### src/rtl/gpi_nmi_pkg.sv
package gpi_nmi_pkg;
    localparam int unsigned LANE_W = 8;
    localparam int unsigned ADDR_W = 8;
    localparam logic [ADDR_W-1:0] OFS_ENABLE = 8'h28;
    localparam logic [ADDR_W-1:0] OFS_STATUS = 8'h2A;

    // Polarity-selected edge hits: rising where inv=0, falling where inv=1
    function automatic logic [LANE_W-1:0] edge_hits(
        input logic [LANE_W-1:0] prev,
        input logic [LANE_W-1:0] cur,
        input logic [LANE_W-1:0] inv
    );
        return (~inv & ~prev & cur) | (inv & prev & ~cur);
    endfunction
endpackage

### src/rtl/gpi_sync.sv
module gpi_sync #(
    parameter int unsigned W = 8
) (
    input  logic         clk,
    input  logic         rst_n,
    input  logic [W-1:0] raw,
    output logic [W-1:0] lvl,
    output logic [W-1:0] prv
);
    logic [W-1:0] meta_q;
    logic [W-1:0] lvl_q;
    logic [W-1:0] prv_q;

    always_ff @(posedge clk or negedge rst_n) begin
        if (!rst_n) begin
            meta_q <= '0;
            lvl_q  <= '0;
            prv_q  <= '0;
        end else begin
            meta_q <= raw;
            lvl_q  <= meta_q;
            prv_q  <= lvl_q;
        end
    end

    assign lvl = lvl_q;
    assign prv = prv_q;
endmodule

### src/rtl/gpi_lane.sv
module gpi_lane
    import gpi_nmi_pkg::*;
(
    input  logic              clk,
    input  logic              rst_n,
    input  logic [LANE_W-1:0] raw,
    input  logic [LANE_W-1:0] is_in,
    input  logic [LANE_W-1:0] route,
    input  logic [LANE_W-1:0] inv,
    input  logic              en_we,
    input  logic              sts_we,
    input  logic [LANE_W-1:0] wdata,
    output logic [LANE_W-1:0] en_q,
    output logic [LANE_W-1:0] sts_q,
    output logic [LANE_W-1:0] evt
);
    logic [LANE_W-1:0] lvl;
    logic [LANE_W-1:0] prv;
    logic [LANE_W-1:0] clr;
    logic [LANE_W-1:0] en_r;
    logic [LANE_W-1:0] sts_r;

    gpi_sync #(.W(LANE_W)) u_sync (
        .clk  (clk),
        .rst_n(rst_n),
        .raw  (raw),
        .lvl  (lvl),
        .prv  (prv)
    );

    always_comb begin
        evt = edge_hits(prv, lvl, inv) & is_in & route & en_r;
        clr = sts_we ? wdata : '0;
    end

    always_ff @(posedge clk or negedge rst_n) begin
        if (!rst_n) begin
            en_r  <= '0;
            sts_r <= '0;
        end else begin
            if (en_we) en_r <= wdata;
            sts_r <= (sts_r & ~clr) | evt;   // a new event outranks a clear
        end
    end

    assign en_q  = en_r;
    assign sts_q = sts_r;
endmodule

### src/rtl/gpi_nmi_detect.sv
module gpi_nmi_detect
    import gpi_nmi_pkg::*;
#(
    parameter int unsigned NPIN = 16
) (
    input  logic              clk,
    input  logic              rst_core_n,
    input  logic              rst_resume_n,
    input  logic [NPIN-1:0]   pin_raw,
    input  logic [NPIN-1:0]   pin_is_input,
    input  logic [NPIN-1:0]   pin_route_nmi,
    input  logic [NPIN-1:0]   pin_invert,
    input  logic              reg_wr,
    input  logic [ADDR_W-1:0] reg_addr,
    input  logic [NPIN/LANE_W-1:0] reg_be,
    input  logic [NPIN-1:0]   reg_wdata,
    output logic [NPIN-1:0]   reg_rdata,
    output logic              nmi_req
);
    localparam int unsigned NLANE = NPIN / LANE_W;

    logic [NPIN-1:0] en_q;
    logic [NPIN-1:0] sts_q;
    logic [NPIN-1:0] evt;
    logic            hit_en;
    logic            hit_sts;

    assign hit_en  = reg_wr && (reg_addr == OFS_ENABLE);
    assign hit_sts = reg_wr && (reg_addr == OFS_STATUS);

    for (genvar g = 0; g < NLANE; g++) begin : g_lane
        logic lane_rst_n;
        if (g == 0) begin : g_core
            assign lane_rst_n = rst_core_n;
        end else begin : g_resume
            assign lane_rst_n = rst_resume_n;
        end

        gpi_lane u_lane (
            .clk   (clk),
            .rst_n (lane_rst_n),
            .raw   (pin_raw[g*LANE_W +: LANE_W]),
            .is_in (pin_is_input[g*LANE_W +: LANE_W]),
            .route (pin_route_nmi[g*LANE_W +: LANE_W]),
            .inv   (pin_invert[g*LANE_W +: LANE_W]),
            .en_we (hit_en && reg_be[g]),
            .sts_we(hit_sts && reg_be[g]),
            .wdata (reg_wdata[g*LANE_W +: LANE_W]),
            .en_q  (en_q[g*LANE_W +: LANE_W]),
            .sts_q (sts_q[g*LANE_W +: LANE_W]),
            .evt   (evt[g*LANE_W +: LANE_W])
        );
    end

    always_comb begin
        unique case (reg_addr)
            OFS_ENABLE: reg_rdata = en_q;
            OFS_STATUS: reg_rdata = sts_q;
            default:    reg_rdata = '0;
        endcase
    end

    assign nmi_req = |(sts_q & en_q & pin_route_nmi);
endmodule

### config.mk
export PLATFORM = sky130hd
export DESIGN_NAME = gpi_nmi_detect
export DESIGN_NICKNAME = d
export VERILOG_FILES = /design/src/rtl/gpi_nmi_pkg.sv /design/src/rtl/gpi_sync.sv /design/src/rtl/gpi_lane.sv /design/src/rtl/gpi_nmi_detect.sv
export SDC_FILE = /design/constraint.sdc
export NUM_CORES = 1
export LEC_CHECK = 0
export BUFFER_PORTS_ARGS = -buffer_cell sky130_fd_sc_hd__buf_4
export CORE_ASPECT_RATIO = 1.2
export CORE_MARGIN = 3
export CORE_UTILIZATION = 50
export CTS_CLUSTER_DIAMETER = 100
export DETAILED_ROUTE_END_ITERATION = 8
export PLACE_DENSITY = 0.8
export SYNTH_ARGS = -nofsm -noshare
export SYNTH_HDL_FRONTEND = slang
export SYNTH_HIERARCHICAL = 1
export SYNTH_SLANG_ARGS = --single-unit
### constraint.sdc
create_clock -name clk -period 1.6 [get_ports clk]
set_input_delay 0.16 -clock clk [delete_from_list [all_inputs] [get_ports clk]]
set_output_delay 0.16 -clock clk [all_outputs]
set_load 0.02 [all_outputs]
==> results.py <==
metrics = {
    "setup_path": {
        "r2r-end": "g_lane[1].u_lane/sts_q[0]$_DFF_PN0_",
        "critPathMaxFanout": 2,
        "path_class": "reg -> out",
        "worstPathRequired_ns": 1.44,
        "slowest_stage": "or4_4",
        "crit_buf_inv": 1,
        "arrival_ns": 1.81,
        "crit_chain": "and3_1 -> a31oi_1 -> nand3_1 -> or4_4 -> buf_6",
        "worstSetupEndpointType": "output pin",
        "r2r_start": "g_lane[1].u_lane/u_sync/prv[0]$_DFF_PN0_",
        "max_stage_delay_ns": 0.55,
        "r2r_setup_slack_ns": 0.53,
        "reg2reg_depth": 3,
        "path_delay_family": "simple AND/OR/NAND/NOR gates",
        "start_kind": "register",
        "worstSetupStartpoint": "g_lane[0].u_lane/en_q[7]$_DFFE_PN0P_",
    },
    "clock_tree": {
        "cts-root-buf": "clkbuf_8",
        "path_clk_slew_ns": 0.08,
        "cts_sinks": 80,
        "cts_buffer_depth": 2,
        "insertion_delay_ns": 0.35,
        "cts_tree": "done",
        "cts-htree-levels": 3,
        "numCtsBuffers": 9,
    },
    "global_route": {
        "antenna_found_initial": 0,
        "grt_pass1_wl_um": 11800,
        "grt_usage_pct": 20.9,
        "grt_pass1_vias": 2576,
        "overflow": 0,
        "grt_max_degree": 41,
    },
    "timing": {
        "setup_violations": 1,
        "fmax_mhz": 507,
        "hold_viol_final": 0,
        "period_needed_ns": 1.97,
        "fin_skew_ns": 0.00744,
        "finalSetupTns_ns": -0.372,
        "drv_slew": 0,
        "tightest_slew_ns": 0.500,
        "min_period_over_period_pct": 123,
        "grt_setup_unrepaired": "true",
        "setup_slack_ns": -0.372,
        "slew_headroom_pct": 66.7,
    },
    "layout": {
        "final_nets": 486,
        "fillCellCount": 420,
        "syn_to_final_growth_pct": 44.8,
        "drive_above_1_share_pct": 48.1,
        "final_cell_mix": "buf_4 (119), dfrtp_1 (80), nand3_1 (28)",
        "antenna_cells": 0,
        "final_common_cell": "buf_4",
    },
    "outcome": {
        "status": "finished, violations left",
        "violations": "negative setup slack",
    },
    "floorplan": {
        "rows": 31,
        "die_h_um": 94.5,
        "coreArea_um2": 6170,
        "num_io_pins": 111,
        "start_util_pct": 52.9,
        "dieArea_um2": 7530,
        "die_w_um": 79.7,
    },
    "power_and_ir_drop": {
        "power_density_nw_per_um2": 879,
        "p_leak_nw": 2.32,
        "peakVddDrop_mv": 0.676,
        "power.total_mw": 4.15,
    },
    "worst_hold_path": {
        "hold_end": "g_lane[0].u_lane/en_q[1]$_DFFE_PN0P_",
        "holdPathStages": 2,
        "hp-class": "in -> reg",
        "hp-start": "reg_wdata[1]",
    },
    "detailed_routing": {
        "drc_errors": 0,
        "first_iter_violations": 103,
        "drt_pass1_iterations": 4,
        "routedWlPerCell_um": 15.4,
        "via_count": 2489,
        "post_drt_via_cell_ratio": 5.20,
        "routed_wl_um": 7390,
        "ant_nets": 0,
    },
    "synthesis": {
        "ys_types": 23,
        "postSynthCellCount": 245,
        "ys_ff_latch": 80,
        "syn_area_per_cell_um2": 13.3,
        "syn_area_um2": 3260,
        "synthesis.nets": 339,
        "synth-seq-area-share_pct": 61.4,
        "synth_warnings": 6,
    },
    "place": {
        "port_buffers": 110,
        "place_hpwl_um": 5500,
        "globalplace.congestion": 0.796,
        "place_ws_ns": -0.0726,
    },
    "flow_run": {
        "cap_viol_max_count": 0,
    },
}
-- kinds of logic after synthesis --
family	after synthesis	synth area share [%]
buffers and inverters	7	1.34
DFF	80	61.4
and+or+nand+nor	90	18.3
AOI/OAI and AO/OA	52	13.4
muxes	16	5.53
-- where the power goes --
| part | internal [mW] | total (mW) | switching [mW] | leakage [nW] |
|---|---|---|---|---|
| Combinational | 0.232 | 0.364 | 0.132 | 1.21 |
| Sequential | 2.11 | 2.17 | 0.0530 | 1.00 |
| Clock | 0.919 | 1.62 | 0.699 | 0.106 |
| Total | 3.27 | 4.15 | 0.884 | 2.32 |
-- routing by layer --
metal  vias to the layer above  global-route usage, %  part of all wire [%]
met5                         -                      0                     0
met1                      1195                   25.2                    41
met4                         0                   9.60                   2.0
met2                        76                   34.9                    51
li1                       1202                      -                     -
met3                        16                   5.82                   5.9
-- worst reg2reg max path: cells and delay by family, from the launching register on --
family | cells | cell delay [ns]
AOI/OAI and AO/OA | 2 | 0.23
and+or+nand+nor | 1 | 0.39
DFF | 1 | 0.39
-- flip-flops by register name, indices dropped and copies added, names as in the netlist --
register	count
g_lane.u_lane/en_q	16
g_lane.u_lane/u_sync/lvl	16
g_lane.u_lane/u_sync/meta_q	16
g_lane.u_lane/u_sync/prv	16
g_lane.u_lane/sts_q	16
-- cell usage after synthesis --
cell type | count | share of area, %
nand3_4 | 1 | 0.54
nand3b_1 | 16 | 3.7
or4_1 | 1 | 0.23
or3b_1 | 16 | 4.3
a22o_1 | 6 | 1.6
nand2_1 | 16 | 1.8
buf_6 | 2 | 0.69
nand3_1 | 28 | 4.3
a22o_2 | 10 | 3.1
and3_2 | 2 | 0.46
nor2_1 | 1 | 0.12
nor2_4 | 1 | 0.35
a31oi_1 | 4 | 0.77
dfrtp_1 | 80 | 61
inv_1 | 1 | 0.12
nor4b_4 | 1 | 0.73
mux2_2 | 16 | 5.5
clkbuf_1 | 2 | 0.23
buf_2 | 2 | 0.31
a21oi_2 | 16 | 4.3
and3_1 | 6 | 1.2
nor2_8 | 1 | 0.61
a21o_1 | 16 | 3.7
-- timing repair --
item                                   CTS  global route
pin swaps                                0             1
endpoints found under the hold margin   96             0
hold buffers                            18             0
buffers inserted                         0             1
gates resized for setup                  0             8
setup endpoints to repair                1            17
-- stage by stage --
stage	util [%]	hold WS (ns)	instances	area, um2
final	76.6	0.0523	479	4720
after CTS	75.8	0.0422	478	4670
after detailed placement	69.3	0.159	444	4270
after global placement	69.3	0.154	444	4270
after floorplan	-	-0.136	245	3270
after global routing	76.6	0.0388	479	4720
-- area by class of cell --
cell class,instances,area [um2],share of cell area [%]
clock buffers,11,141,2.99
repair buffers,142,1150,24.3
inverters,1,3.75,0.0795
clock inverters,5,80.1,1.70
well taps,82,103,2.17
multi-input cells,158,1240,26.4
flip-flops and latches,80,2000,42.4
-- how the worst max path moves through the flow --
stage	to	slack [ns]	cells after the start
floorplan	g_lane[0].u_lane/en_q[0]$_DFFE_PN0P_	-0.02	7
global placement	g_lane[1].u_lane/en_q[2]$_DFFE_PN0P_	-0.05	7
detailed placement	g_lane[1].u_lane/en_q[3]$_DFFE_PN0P_	-0.07	7
CTS	nmi_req	-0.43	5
global route	nmi_req	-0.43	5
finish	nmi_req	-0.37	5
(Power assumes the default switching activity.)
